===== config.mk =====
export PLATFORM = sky130hd
export DESIGN_NAME = audio_irq_ctrl
export DESIGN_NICKNAME = d
export VERILOG_FILES = /design/src/rtl/audio_irq_pkg.sv /design/src/rtl/ws_len_monitor.sv /design/src/rtl/underrun_guard.sv /design/src/rtl/err_bank.sv /design/src/rtl/audio_irq_ctrl.sv
export SDC_FILE = /design/constraint.sdc
export NUM_CORES = 1
export LEC_CHECK = 0
export CAP_MARGIN = 10
export CORE_AREA = 2 2 46 69
export CTS_CLUSTER_DIAMETER = 150
export DETAILED_ROUTE_END_ITERATION = 8
export DIE_AREA = 0 0 48 71
export PLACE_DENSITY = 0.71
export SYNTH_ARGS = -nofsm -noshare
export SYNTH_HDL_FRONTEND = slang
export SYNTH_HIERARCHICAL = 1
export SYNTH_SLANG_ARGS = --single-unit

===== constraint.sdc =====
create_clock -name clk -period 1.31 [get_ports clk]
set_input_delay 0.131 -clock clk [delete_from_list [all_inputs] [get_ports clk]]
set_output_delay 0.131 -clock clk [all_outputs]
set_load 0.02 [all_outputs]

===== src/rtl/audio_irq_pkg.sv =====
package audio_irq_pkg;

    localparam int NSRC  = 7;
    localparam int NCONV = 3;

    typedef enum logic [2:0] {
        SRC_CFG_LEN  = 3'd0,
        SRC_CODEC    = 3'd1,
        SRC_UNDERRUN = 3'd2,
        SRC_SP_RX    = 3'd3,
        SRC_SP_TX    = 3'd4,
        SRC_SP_OVR   = 3'd5,
        SRC_SP_TMO   = 3'd6
    } src_idx_e;

    typedef logic [NSRC-1:0]  src_vec_t;
    typedef logic [NCONV-1:0] conv_vec_t;

    typedef struct packed {
        logic underrun;
        logic codec_len;
        logic cfg_len;
    } conv_err_t;

    typedef struct packed {
        logic tmo;
        logic ovr;
        logic tx;
        logic rx;
    } sp_irq_t;

    function automatic src_vec_t join_status(conv_vec_t conv, sp_irq_t sp);
        return {sp, conv};
    endfunction

endpackage


===== src/rtl/ws_len_monitor.sv =====
module ws_len_monitor #(
    parameter int FRAME_LEN = 16
) (
    input  logic clk,
    input  logic rst,
    input  logic active,
    input  logic bclk_tick,
    input  logic ws_in,
    output logic len_bad
);
    localparam int CNT_W = $clog2(FRAME_LEN) + 2;
    localparam logic [CNT_W-1:0] CNT_MAX = '1;

    logic             ws_q;
    logic             armed;
    logic [CNT_W-1:0] cnt;
    logic             edge_seen;
    logic [CNT_W:0]   measured;

    assign edge_seen = bclk_tick && (ws_in != ws_q);
    assign measured  = {1'b0, cnt} + 1'b1;
    assign len_bad   = active && armed && edge_seen && (measured != (CNT_W+1)'(FRAME_LEN));

    always_ff @(posedge clk) begin
        if (rst) begin
            ws_q  <= 1'b0;
            armed <= 1'b0;
            cnt   <= '0;
        end else if (!active) begin
            ws_q  <= ws_in;
            armed <= 1'b0;
            cnt   <= '0;
        end else if (bclk_tick) begin
            ws_q <= ws_in;
            if (edge_seen) begin
                armed <= 1'b1;
                cnt   <= '0;
            end else if (cnt != CNT_MAX) begin
                cnt <= cnt + 1'b1;
            end
        end
    end

    // a mismatch can only be reported once an earlier edge has armed the check
    assert_armed_first_R3: assert property (@(posedge clk) disable iff (rst)
        (edge_seen && active && !armed) |=> armed);

endmodule


===== src/rtl/underrun_guard.sv =====
module underrun_guard (
    input  logic conv_en,
    input  logic tx_empty,
    input  logic tx_start,
    input  logic pipe_din_in,
    input  logic fpulse_in,
    output logic underrun,
    output logic pipe_din_out,
    output logic fpulse_out
);
    logic force_zero;

    assign underrun     = tx_start && tx_empty;
    assign force_zero   = underrun && conv_en;
    assign pipe_din_out = force_zero ? 1'b0 : pipe_din_in;
    assign fpulse_out   = force_zero ? 1'b0 : fpulse_in;

    // a start on a non-empty FIFO never alters the path
    always_comb begin
        if (!tx_empty) assert_passthru_R10: assert (fpulse_out == fpulse_in);
    end

endmodule


===== src/rtl/err_bank.sv =====
module err_bank
    import audio_irq_pkg::*;
(
    input  logic      clk,
    input  logic      rst,
    input  conv_vec_t set_in,
    input  conv_vec_t clr_in,
    input  logic      mask_we,
    input  conv_vec_t mask_wdata,
    output conv_vec_t raw_q,
    output conv_vec_t mask_q
);
    always_ff @(posedge clk) begin
        if (rst) begin
            raw_q  <= '0;
            mask_q <= '0;
        end else begin
            raw_q <= (raw_q & ~clr_in) | set_in;
            if (mask_we) mask_q <= mask_wdata;
        end
    end

    assert_clear_R5: assert property (@(posedge clk) disable iff (rst)
        (|(clr_in & ~set_in)) |=> ((raw_q & $past(clr_in & ~set_in)) == '0));

    assert_sticky_R5: assert property (@(posedge clk) disable iff (rst)
        1'b1 |=> (($past(raw_q) & ~$past(clr_in) & ~raw_q) == '0));

endmodule


===== src/rtl/audio_irq_ctrl.sv =====
module audio_irq_ctrl
    import audio_irq_pkg::*;
#(
    parameter int FRAME_LEN = 16,
    parameter int LEN_W     = 5
) (
    input  logic             clk,
    input  logic             rst,
    input  logic             port_en,
    input  logic             conv_en,
    input  logic             slave_mode,
    input  logic [LEN_W-1:0] cfg_len,
    input  logic             bclk_tick,
    input  logic             ws_in,
    input  logic             tx_empty,
    input  logic             tx_start,
    input  logic             sp_rx_req,
    input  logic             sp_tx_req,
    input  logic             sp_rx_ovr,
    input  logic             sp_rx_tmo,
    input  logic             reg_mask_we,
    input  logic             reg_clr_we,
    input  logic [NSRC-1:0]  reg_wdata,
    input  logic             pipe_din_in,
    input  logic             fpulse_in,
    output logic             pipe_din_out,
    output logic             fpulse_out,
    output logic [NSRC-1:0]  raw_stat,
    output logic [NSRC-1:0]  mask_stat,
    output logic [NSRC-1:0]  masked_stat,
    output logic             irq_out
);
    conv_err_t err_set;
    conv_vec_t err_clr;
    conv_vec_t err_raw;
    conv_vec_t err_mask;
    sp_irq_t   sp_lines;
    logic      codec_bad;
    logic      underrun;

    ws_len_monitor #(.FRAME_LEN(FRAME_LEN)) u_wsmon (
        .clk       (clk),
        .rst       (rst),
        .active    (conv_en && slave_mode),
        .bclk_tick (bclk_tick),
        .ws_in     (ws_in),
        .len_bad   (codec_bad)
    );

    underrun_guard u_guard (
        .conv_en      (conv_en),
        .tx_empty     (tx_empty),
        .tx_start     (tx_start),
        .pipe_din_in  (pipe_din_in),
        .fpulse_in    (fpulse_in),
        .underrun     (underrun),
        .pipe_din_out (pipe_din_out),
        .fpulse_out   (fpulse_out)
    );

    always_comb begin
        err_set.cfg_len   = port_en && conv_en && (cfg_len != LEN_W'(FRAME_LEN));
        err_set.codec_len = codec_bad;
        err_set.underrun  = underrun;
        err_clr           = reg_clr_we ? reg_wdata[NCONV-1:0] : '0;
        sp_lines          = '{tmo: sp_rx_tmo, ovr: sp_rx_ovr, tx: sp_tx_req, rx: sp_rx_req};
    end

    err_bank u_bank (
        .clk        (clk),
        .rst        (rst),
        .set_in     (err_set),
        .clr_in     (err_clr),
        .mask_we    (reg_mask_we),
        .mask_wdata (reg_wdata[NCONV-1:0]),
        .raw_q      (err_raw),
        .mask_q     (err_mask)
    );

    always_comb begin
        raw_stat    = join_status(err_raw, sp_lines);
        mask_stat   = join_status(err_mask, sp_lines);
        masked_stat = join_status(err_raw & err_mask, sp_lines);
        irq_out     = |masked_stat;
    end

    assert_cfg_len_R2: assert property (@(posedge clk) disable iff (rst)
        (port_en && conv_en && (cfg_len != LEN_W'(FRAME_LEN))) |=> raw_stat[SRC_CFG_LEN]);

    assert_underrun_R4: assert property (@(posedge clk) disable iff (rst)
        (tx_start && tx_empty) |=> raw_stat[SRC_UNDERRUN]);

    assert_irq_R8: assert property (@(posedge clk) disable iff (rst)
        (|(raw_stat & mask_stat)) |-> irq_out);

endmodule


### Yosys cells after proc, flatten, opt, wreduce, memory -nomap -nowiden

Index checks and enable logic that the tools add are counted.

* equal/unequal tests: 5
* multiplexer cells: 7
* reductions and logical operators: 14
* $add $sub $neg: 2
* bitwise gates (word level): 5

Operator list (number)
* $mux 6: 2
* $logic_and 1x1->1: 9
* $add 6x1->7 const B: 1
* $ne 7x5->1 const B: 1
* $reduce_or 7->1: 1
* $add 6x1->6 const B: 1
* $and 3x3->3: 2
* $ne 6x6->1 const B: 1
* $ne 5x5->1 const B: 1
* $mux 1: 4
* $reduce_and 2->1: 2
* $mux 3: 1
* $not 3->3: 1
* $or 3x3->3: 1
* $ne 2x2->1 const B: 1
* $reduce_bool 2->1: 1
* $reduce_or 2->1: 1
* $ne 1x1->1: 1
* $not 1->1: 1

* bits in registers: 14
* output and inout port bits: 24
* input port bits: 29

### Depth between registers and ports, before layout

Gate-level depths: netlist (run 1).

* depth after elaboration: 5
* mapped depth: 6
* gate-level depth less buffers: 6

### Hierarchy

Netlist (run 1), hierarchy kept.

By module, submodules not included
* ws_len_monitor: instances 1, sequential area each 160.2 µm², cells each 60, area an instance 514.2 µm²
* err_bank: instances 1, sequential area each 120.1 µm², cells each 21, area an instance 206.4 µm²
* audio_irq_ctrl: instances 1, sequential area each 0.0 µm², cells each 24, area an instance 163.9 µm²
* underrun_guard: instances 1, sequential area each 0.0 µm², cells each 4, area an instance 25.0 µm²

### Worst setup path before layout (run 1)

No wires, ideal clock.

* kind: reg-to-output
* from: register u_bank.raw_q[1]
* to: output irq_out
* stages on the path, launching flop included: 3
* data arrival time: 1269 ps
* setup slack: -90 ps
* data required time: 1179 ps
* buffers on the path: 0
* cells stage by stage: dfxtp_1 -> and2_1 -> or4_1

* cells in the longest elaborated chain, start to end: 2

Ends and longest elaborated chain
* start, declared: line err_bank.sv:10 `output conv_vec_t raw_q,`
* start signal, assigned: line err_bank.sv:18 `raw_q <= (raw_q & ~clr_in) | set_in;`
* $and 3x3->3: line audio_irq_ctrl.sv:83 `masked_stat = join_status(err_raw & err_mask, sp_lines);`
* net masked_stat[1]: line audio_irq_ctrl.sv:30 `output logic [NSRC-1:0] masked_stat,`
* $reduce_or 7->1: line audio_irq_ctrl.sv:84 `irq_out = |masked_stat;`
* end, declared: line audio_irq_ctrl.sv:31 `output logic irq_out`

The timed path passes the listed nets, and every way through them passes these cells.

### Worst setup path after layout (run 1)

* from: register u_bank.mask_q[1]
* to: output irq_out

* cells in the longest elaborated chain, start to end: 2

Ends and longest elaborated chain
* start, declared: line err_bank.sv:11 `output conv_vec_t mask_q`
* start signal, assigned: line err_bank.sv:19 `if (mask_we) mask_q <= mask_wdata;`
* $and 3x3->3: line audio_irq_ctrl.sv:83
* $reduce_or 7->1: line audio_irq_ctrl.sv:84

Every way passes these cells.

==> results of run 1 <==
==> cell usage after synthesis <==
library cell	count	area share
nand4_2	1	0.014
a211oi_1	4	0.033
ha_1	1	0.014
or3_1	1	0.0069
nand3b_1	2	0.017
and2b_1	1	0.0083
o211ai_1	1	0.0083
nor3b_1	1	0.0083
o211ai_2	1	0.014
and3b_1	1	0.0096
or4_1	2	0.017
a22oi_1	1	0.0083
o2111ai_1	1	0.0096
clkbuf_1	1	0.0041
nand4_1	3	0.021
dfxtp_1	14	0.31
nand3_1	2	0.011
and2_1	9	0.062
nor4_1	1	0.0069
nor3_1	2	0.011
and2_2	1	0.0083
mux2i_1	5	0.055
nand2_1	7	0.029
buf_4	13	0.11
a21oi_1	6	0.033
a211o_1	1	0.0096
xor2_1	1	0.0096
inv_1	8	0.033
o21ai_1	1	0.0055
nor2b_1	1	0.0069
nand2b_1	6	0.041
nor2_1	6	0.025
a2111oi_2	1	0.017
xnor2_2	1	0.018
and4_4	1	0.012
==> flip-flops by register name (all words and copies together) (netlist names) <==
signal,count
u_bank/raw_q,3
u_wsmon/armed,1
u_wsmon/ws_q,1
u_bank/mask_q,3
u_wsmon/cnt,6
==> what timing repair did <==
action | 4_1_cts | 5_1_grt
pin swaps | 4 | 11
endpoints found under the setup margin | 29 | 10
gates resized for setup | 41 | 23
buffers inserted | 0 | 2
==> final timing paths <==
check	endpoint	depth (start not counted)	from
min	u_bank/raw_q[0]	5	conv_en
min reg2reg	u_wsmon/armed	2	u_wsmon/armed
max	irq_out	3	u_bank/mask_q[1]
max reg2reg	u_wsmon/cnt[5]	5	u_wsmon/cnt[1]
==> power by group through the flow <==
stage | Combinational (mW) | Clock [mW] | Sequential, mW
detailed placement | 0.381 | 0 | 0.489
floorplan | 0.157 | 0 | 0.499
CTS | 0.374 | 0.419 | 0.485
global route | 0.409 | 0.438 | 0.495
finish | 0.377 | 0.409 | 0.492
global placement | 0.366 | 0 | 0.487
==> worst max-delay path, delay by kind of cell, from the launching register on <==
family,cells,cell delay (ps)
buffers and inverters,1,150
flip-flops,1,310
AND/OR/NAND/NOR,2,680
==> cell type report <==
type                       count  area (um^2)  share of cell area
tap                           39        48.80             0.02950
sequential                    14        291.5              0.1762
inverter                       8        30.03             0.01815
multi-input combinational     73        578.1              0.3495
clock buffer                   4        55.05             0.03328
timing repair buffer          72        650.6              0.3933
==> logic make-up (layout without fill, tap and decap cells) <==
logic type                 after synthesis  in the layout  synth area share
and+or+nand+nor                         48             48            0.3136
buffers and inverters                   22             84            0.1444
AOI/OAI and AO/OA                       17             17            0.1376
DFF                                     14             14            0.3081
muxes                                    5              5           0.05502
xor gates and xnor gates                 2              2           0.02752
adders and majority gates                1              1           0.01375
==> layer usage <==
layer | global-route usage | up-vias | routed length, um
met5 | 0 | - | 0
met1 | 0.1417 | 452 | 859
met2 | 0.3230 | 47 | 1609
li1 | - | 495 | -
met3 | 0.02296 | 4 | 178
met4 | 0.06306 | 0 | 19
==> flow_summary.json, run 1 <==
{
  "nets": 202,
  "slowest_delay_ps": 530,
  "clk_latency_ps": 240,
  "routedWlPerCell_um": 12.70,
  "startpoint_type": "flip-flop",
  "htree_levels": 1,
  "crit_required_ps": 1180,
  "routed_wl_mm": 2.666,
  "final_common_cell": "clkdlybuf4s50_1",
  "rows": 24,
  "final_cell_mix": "30 x clkdlybuf4s50_1, 23 x buf_4, 8 x dlygate4sd2_1, 8 x inv_1, 7 x dfxtp_1",
  "ant_nets": 0,
  "worstMarginPinSlew_ps": 306.9,
  "whs_ps": 290.2,
  "fin_worst_skew_ps": 0.6077,
  "die_h_um": 71,
  "clkSlewWorstSetupHoldPaths_ps": 60,
  "maxCapViolCount": 0,
  "dpl_worst_slack_ps": -880.1,
  "numCtsBuffers": 3,
  "ys_warn_count": 6,
  "seqPwrFrac": 0.385,
  "rsz0062_at_grt": "true",
  "power_mw": 1.278,
  "clkSinkCount": 14,
  "placed_area_um2": 1511,
  "drtIter0Drc": 23,
  "syn-cell-area_um2": 909.6,
  "core_um2": 2853,
  "p_switching_uw": 338.2,
  "start_util": 0.3189,
  "grt_overflow": 0,
  "setup.worst_path.end_class": "output pin",
  "cts_root_buffer": "clkbuf_8",
  "ys_types": 35,
  "maxSlewViolCount": 0,
  "r2r_slack_ps": 0,
  "fillers": 259,
  "min_path_type": "input port to flip-flop",
  "via_per_inst": 4.752,
  "violations": "setup timing",
  "syn_nets": 139,
  "cellPowerDensity_nw_per_um2": 772.7,
  "die-width_um": 48,
  "cp.arrival_ps": 1380,
  "swShare": 0.2646,
  "ys_seq_elements": 14,
  "dp.cells": 204,
  "fin_ws_ps": -200.6,
  "grt_usage": 0.1618,
  "relSlewSlack": 0.7951,
  "hold_viol": 0,
  "area_growth_pct": 81.84,
  "combPwrFrac": 0.295,
  "final_cells": 210,
  "setup_viol": 2,
  "synth_area_per_cell_um2": 8.345,
  "drt-pass1-iter-count": 4,
  "max_freq_ghz": 0.6620,
  "antennaDiodeCount": 0,
  "period_needed_ps": 1511,
  "grt_pass1_vias": 1013,
  "cts_tree": "built",
  "ys_seq_area_frac": 0.3081,
  "crit_slowest_cell": "or4_4",
  "finalCritPeriodShare": 1.153,
  "p_int_uw": 939.9,
  "peakVddDrop_mv": 0.7541,
  "vias": 998,
  "final_area_um2": 1654,
  "num_io_pins": 53,
  "critical_path_class": "flip-flop to output pin",
  "antenna_found_initial": 0,
  "status": "complete, but fails checks",
  "p_leak_nw": 0.7372,
  "drive_above_1_share": 0.3509,
  "drc_errors": 0,
  "final.setup.tns_ps": -204.5,
  "dieArea_um2": 3408,
  "port_buffers": 48,
  "pwr-share-clk": 0.320,
  "path_cells": "and2_4, or4_4, buf_6",
  "hold_buffers": 0,
  "grt_first_pass_wirelength_mm": 4.098,
  "dp_hpwl_mm": 2.202,
  "clockBufferDepth": 2,
  "place_congestion": 0.8545,
  "postSynthCellCount": 109,
  "cp_max_fo": 2,
  "grt_max_degree": 9,
  "post-route-util": 0.5798
}
(Power assumes the default switching activity.)
==> inputs of run 2 (changes only) <==
- CORE_AREA: 2 2 46 69 -> 2 2 45 68
- CTS_CLUSTER_DIAMETER: 150 -> not set
- DIE_AREA: 0 0 48 71 -> 0 0 47 70
- clock period: 1.31 -> 1.85 ns (I/O delays scaled with it)
==> run 2 against run 1 <==
The run now ends clean. Utilization decreased by 6.9 points. Register-to-register slack improved by 440 ps. Via count decreased by 7.9%. Worst setup slack improved by 290 ps. Sequential power decreased by 31%. Clock-buffer cell count unchanged. Sequential share of layout area increased by 2.2 points.
==> flow_summary.json, run 2 (same netlist as run 1, synthesis figures left out) <==
{
  "status": "finished, final reports clean",
  "drc_errors": 0,
  "rsz0062_at_grt": "false",
  "startpoint_type": "input port",
  "drtIter0Drc": 35,
  "area_growth_pct": 55.30,
  "drt-pass1-iter-count": 4,
  "cts_root_buffer": "clkbuf_8",
  "maxSlewViolCount": 0,
  "crit_start": "sp_rx_req",
  "crit_required_ps": 1660,
  "max_freq_ghz": 0.5686,
  "hold_buffers": 0,
  "crit_buf_inv": 2,
  "vias": 919,
  "crit_slowest_cell": "or4_4",
  "reg2reg_depth": 4,
  "power_uw": 862.1,
  "cp.depth": 4,
  "period_needed_ps": 1759,
  "peakVddDrop_mv": 0.6448,
  "die-width_um": 47,
  "crit_path_end": "irq_out",
  "final_cell_mix": "44 x clkdlybuf4s50_1, 14 x dfxtp_1, 9 x and2_1",
  "grt_max_degree": 11,
  "timing.hold.worst.start": "u_bank/raw_q[0]",
  "port_buffers": 48,
  "grt_overflow": 0,
  "p_leak_nw": 0.5372,
  "die_h_um": 70,
  "grt_usage": 0.1431,
  "finalCritPeriodShare": 0.9506,
  "clkSinkCount": 14,
  "num_io_pins": 53,
  "grt_first_pass_wirelength_mm": 3.532,
  "cts_tree": "built",
  "setup_viol": 0,
  "r2r_start": "u_wsmon/cnt[0]",
  "min_path_type": "flip-flop to flip-flop",
  "clk_latency_ps": 250,
  "r2r_slack_ps": 440,
  "core_um2": 2763,
  "regMostFlops": "u_wsmon/cnt",
  "grt_pass1_vias": 922,
  "final_common_cell": "clkdlybuf4s50_1",
  "place_congestion": 0.8186,
  "relSlewSlack": 0.7650,
  "antennaDiodeCount": 0,
  "rows": 24,
  "cellPowerDensity_nw_per_um2": 610.3,
  "clkSlewWorstSetupHoldPaths_ps": 60,
  "top_regs": "u_wsmon/cnt: 6 flops, u_bank/mask_q: 3 flops, u_bank/raw_q: 3 flops",
  "post_cts_buffers": 0,
  "dieArea_um2": 3290,
  "maxCapViolCount": 0,
  "reg2reg_to": "u_wsmon/cnt[0]",
  "start_util": 0.3293,
  "critical_path_class": "input port to output pin",
  "routedWlPerCell_um": 11.66,
  "fin_worst_skew_ps": 1.350,
  "ant_nets": 0,
  "clockBufferDepth": 2,
  "cp.arrival_ps": 1570,
  "worstMarginPinSlew_ps": 351.8,
  "hold_viol": 0,
  "drive_above_1_share": 0.09396,
  "numCtsBuffers": 3,
  "crit_family": "simple AND/OR/NAND/NOR gates",
  "path_cells": "clkdlybuf4s50_1, or4_1, or4_4, buf_6",
  "dp_hpwl_mm": 1.857,
  "fillers": 266,
  "largest_reg_flops": 6,
  "slowest_delay_ps": 430,
  "final.setup.tns_ps": 0,
  "routed_wl_mm": 2.192,
  "cp_max_fo": 2,
  "via_per_inst": 4.888,
  "antenna_found_initial": 0,
  "nets": 180,
  "htree_levels": 1,
  "setup.worst_path.end_class": "output pin"
}
-- run 2: timing repair --
item	4_1_cts	5_1_grt
pin swaps	1	1
gates resized for setup	9	1
endpoints found under the setup margin	1	1
-- run 2: worst reg2reg max path: stages (launching register included) --
cell	delay, ps
dfxtp_1	340
ha_1	260
and4_4	230
a211o_1	310
a22oi_1	190
-- run 2: area by class of cell --
| type | count | area [um^2] | area share |
|---|---|---|---|
| sequential | 14 | 280.3 | 0.1984 |
| inverter | 8 | 30.03 | 0.02126 |
| timing repair buffer | 50 | 496.7 | 0.3516 |
| multi-input combinational | 73 | 501.7 | 0.3552 |
| tap | 39 | 48.80 | 0.03454 |
| clock buffer | 4 | 55.05 | 0.03897 |
-- run 2: through the flow --
stage	instance area [um^2]	hold WS [ps]	cells	worst slack (ps)	util
6_report	1413	483.4	188	91.38	0.5113
5_1_grt	1413	522.1	188	59.89	0.5113
4_1_cts	1410	482.7	188	4.200	0.5104
3_5_place_dp	1353	473.9	184	-488.1	0.4896
3_3_place_gp	1353	471.9	184	-456.3	0.4896
2_1_floorplan	909.6	254.1	109	396.0	-
-- run 2: layer usage --
layer	vias to the layer above	global-route usage	part of all wire
met5	-	0	0
met4	0	0.05864	0.0091
met3	4	0.04134	0.094
met2	48	0.2740	0.54
met1	416	0.1236	0.35
li1	451	-	-
-- run 2: worst min-delay path by stage --
| stage | slack [ps] | to | depth (start not counted) |
|---|---|---|---|
| 2_1_floorplan | 250 | u_bank/raw_q[0] | 1 |
| 3_3_place_gp | 470 | u_bank/raw_q[0] | 2 |
| 3_5_place_dp | 470 | u_bank/raw_q[0] | 2 |
| 4_1_cts | 480 | u_bank/raw_q[0] | 2 |
| 5_1_grt | 520 | u_bank/raw_q[0] | 2 |
| 6_report | 480 | u_bank/raw_q[0] | 2 |
-- run 2: power by group --
| part | internal (mW) | switching, mW |
|---|---|---|
| Clock | 0.189 | 0.113 |
| Sequential | 0.322 | 0.0195 |
| Combinational | 0.122 | 0.0975 |
==> inputs of run 3 (changes only) <==
- CTS_CLUSTER_SIZE: not set -> 30
- clock period: 1.85 -> 2.2 ns (I/O delays scaled with it)
==> run 3 against run 2 <==
Register-to-register slack gained 340 ps. Highest routed layer unchanged. Utilization shrank 1.0 points. Non-clock buffer count down 1. Largest power group unchanged. Design area shrank 1.9%. Clock-buffer cell count down 1. Worst setup slack worse by 33 ps. Clock skew about the same.
==> flow_summary.json, run 3 (same netlist as run 1, synthesis figures left out) <==
{
  "drtIter0Drc": 27,
  "period_needed_ps": 2142,
  "clkSinkCount": 14,
  "hold_viol": 0,
  "startpoint_type": "input port",
  "seqCellArea_um2": 280.3,
  "r2r_start": "u_wsmon/cnt[0]",
  "dpl_worst_slack_ps": -178.4,
  "maxCapViolCount": 0,
  "p_leak_nw": 0.5073,
  "largest_reg_flops": 6,
  "final_cell_mix": "47 x clkdlybuf4s50_1, 14 x dfxtp_1, 9 x and2_1",
  "setup.worst_path.end_class": "output pin",
  "min_path_type": "flip-flop to flip-flop",
  "routedWlPerCell_um": 11.47,
  "max_freq_ghz": 0.4669,
  "peakVddDrop_mv": 0.3469,
  "fillers": 285,
  "nets": 179,
  "die-width_um": 47,
  "worstMarginPinSlew_ps": 359.7,
  "grt_overflow": 0,
  "final.setup.tns_ps": 0,
  "fin_worst_skew_ps": 1.463,
  "clkSlewWorstSetupHoldPaths_ps": 50,
  "rsz0062_at_grt": "false",
  "drt-pass1-iter-count": 4,
  "place_congestion": 0.8471,
  "clockBufferDepth": 2,
  "cts_tree": "built",
  "finalCritPeriodShare": 0.9735,
  "whs_ps": 480.7,
  "cp.arrival_ps": 1920,
  "start_util": 0.3293,
  "dp_hpwl_mm": 1.796,
  "antenna_found_initial": 0,
  "placed_area_um2": 1345,
  "via_per_inst": 4.860,
  "grt_pass1_vias": 921,
  "antennaDiodeCount": 0,
  "grt_max_degree": 12,
  "timing.hold.worst.start": "u_bank/raw_q[0]",
  "port_buffers": 48,
  "critical_path_class": "input port to output pin",
  "cp_max_fo": 4,
  "setup_viol": 0,
  "core_um2": 2763,
  "clk_latency_ps": 240,
  "final_common_cell": "clkdlybuf4s50_1",
  "die_h_um": 70,
  "multi_input_area_um2": 498.0,
  "top_regs": "u_wsmon/cnt: 6 flops, u_bank/mask_q: 3 flops, u_bank/raw_q: 3 flops",
  "relSlewSlack": 0.7590,
  "drc_errors": 0,
  "routed_wl_mm": 2.133,
  "htree_levels": 1,
  "rows": 24,
  "drive_above_1_share": 0.06803,
  "post_cts_buffers": 0,
  "grt_first_pass_wirelength_mm": 3.470,
  "crit_required_ps": 1980,
  "r2r_slack_ps": 780,
  "hold-path-cell-count": 2,
  "status": "finished, final reports clean",
  "regMostFlops": "u_wsmon/cnt",
  "vias": 904,
  "reg2reg_depth": 4,
  "cellPowerDensity_nw_per_um2": 487.4,
  "numCtsBuffers": 3,
  "maxSlewViolCount": 0,
  "area_growth_pct": 52.27,
  "dieArea_um2": 3290,
  "fin_ws_ps": 58.32,
  "hold_buffers": 0,
  "post-route-util": 0.5014,
  "num_io_pins": 53,
  "min_to": "u_bank/raw_q[0]",
  "final_area_um2": 1385,
  "cts_root_buffer": "clkbuf_8",
  "reg2reg_to": "u_wsmon/cnt[0]",
  "post_cts_resized": 1,
  "ant_nets": 0,
  "grt_usage": 0.1403
}
run 3: changes by cell type in the layout (fill, tap and decap cells not counted), sizes merged:
cell           delta
dlygate4sd2       -1
buf               -2
dlymetal6s2s      -1
clkbuf            -1
clkdlybuf4s50     +3
run 3: metrics by stage:
step           total power [mW]  instances
2_1_floorplan            0.3895        109
3_3_place_gp             0.4733        183
5_1_grt                  0.7151        186
3_5_place_dp             0.4784        183
4_1_cts                  0.6861        186
6_report                 0.6750        186
run 3: layout make-up:
class / instances / area share
inverter: 8 / 0.02168
sequential: 14 / 0.2023
tap: 39 / 0.03523
multi-input combinational: 73 / 0.3595
clock buffer: 3 / 0.02981
timing repair buffer: 49 / 0.3514
run 3: worst max path at each step:
stage | start | to | slack, ps | cells past startpoint
after floorplan | u_bank/raw_q[1] | irq_out | 710 | 2
after global placement | sp_tx_req | irq_out | -180 | 4
after detailed placement | sp_tx_req | irq_out | -180 | 4
after CTS | sp_tx_req | irq_out | 40 | 4
after global routing | sp_tx_req | irq_out | 20 | 4
final | sp_tx_req | irq_out | 60 | 4
run 3: where the power goes:
group	internal (mW)	total (mW)	switching [mW]
sequential	0.271	0.288	0.0171
clock	0.121	0.205	0.0839
combinational	0.102	0.182	0.0801
run 3: critical path: stages:
cell and delay, ps:
clkdlybuf4s50_1 450, or4_1 520, or4_1 400, dlygate4sd2_1 330
run 3: routing by layer:
| layer | track usage | vias to the layer above | share of wire |
|---|---|---|---|
| met1 | 0.1145 | 410 | 0.36 |
| li1 | - | 447 | - |
| met2 | 0.2725 | 43 | 0.54 |
| met5 | 0 | - | 0 |
| met4 | 0.07716 | 0 | 0.017 |
| met3 | 0.02842 | 4 | 0.079 |
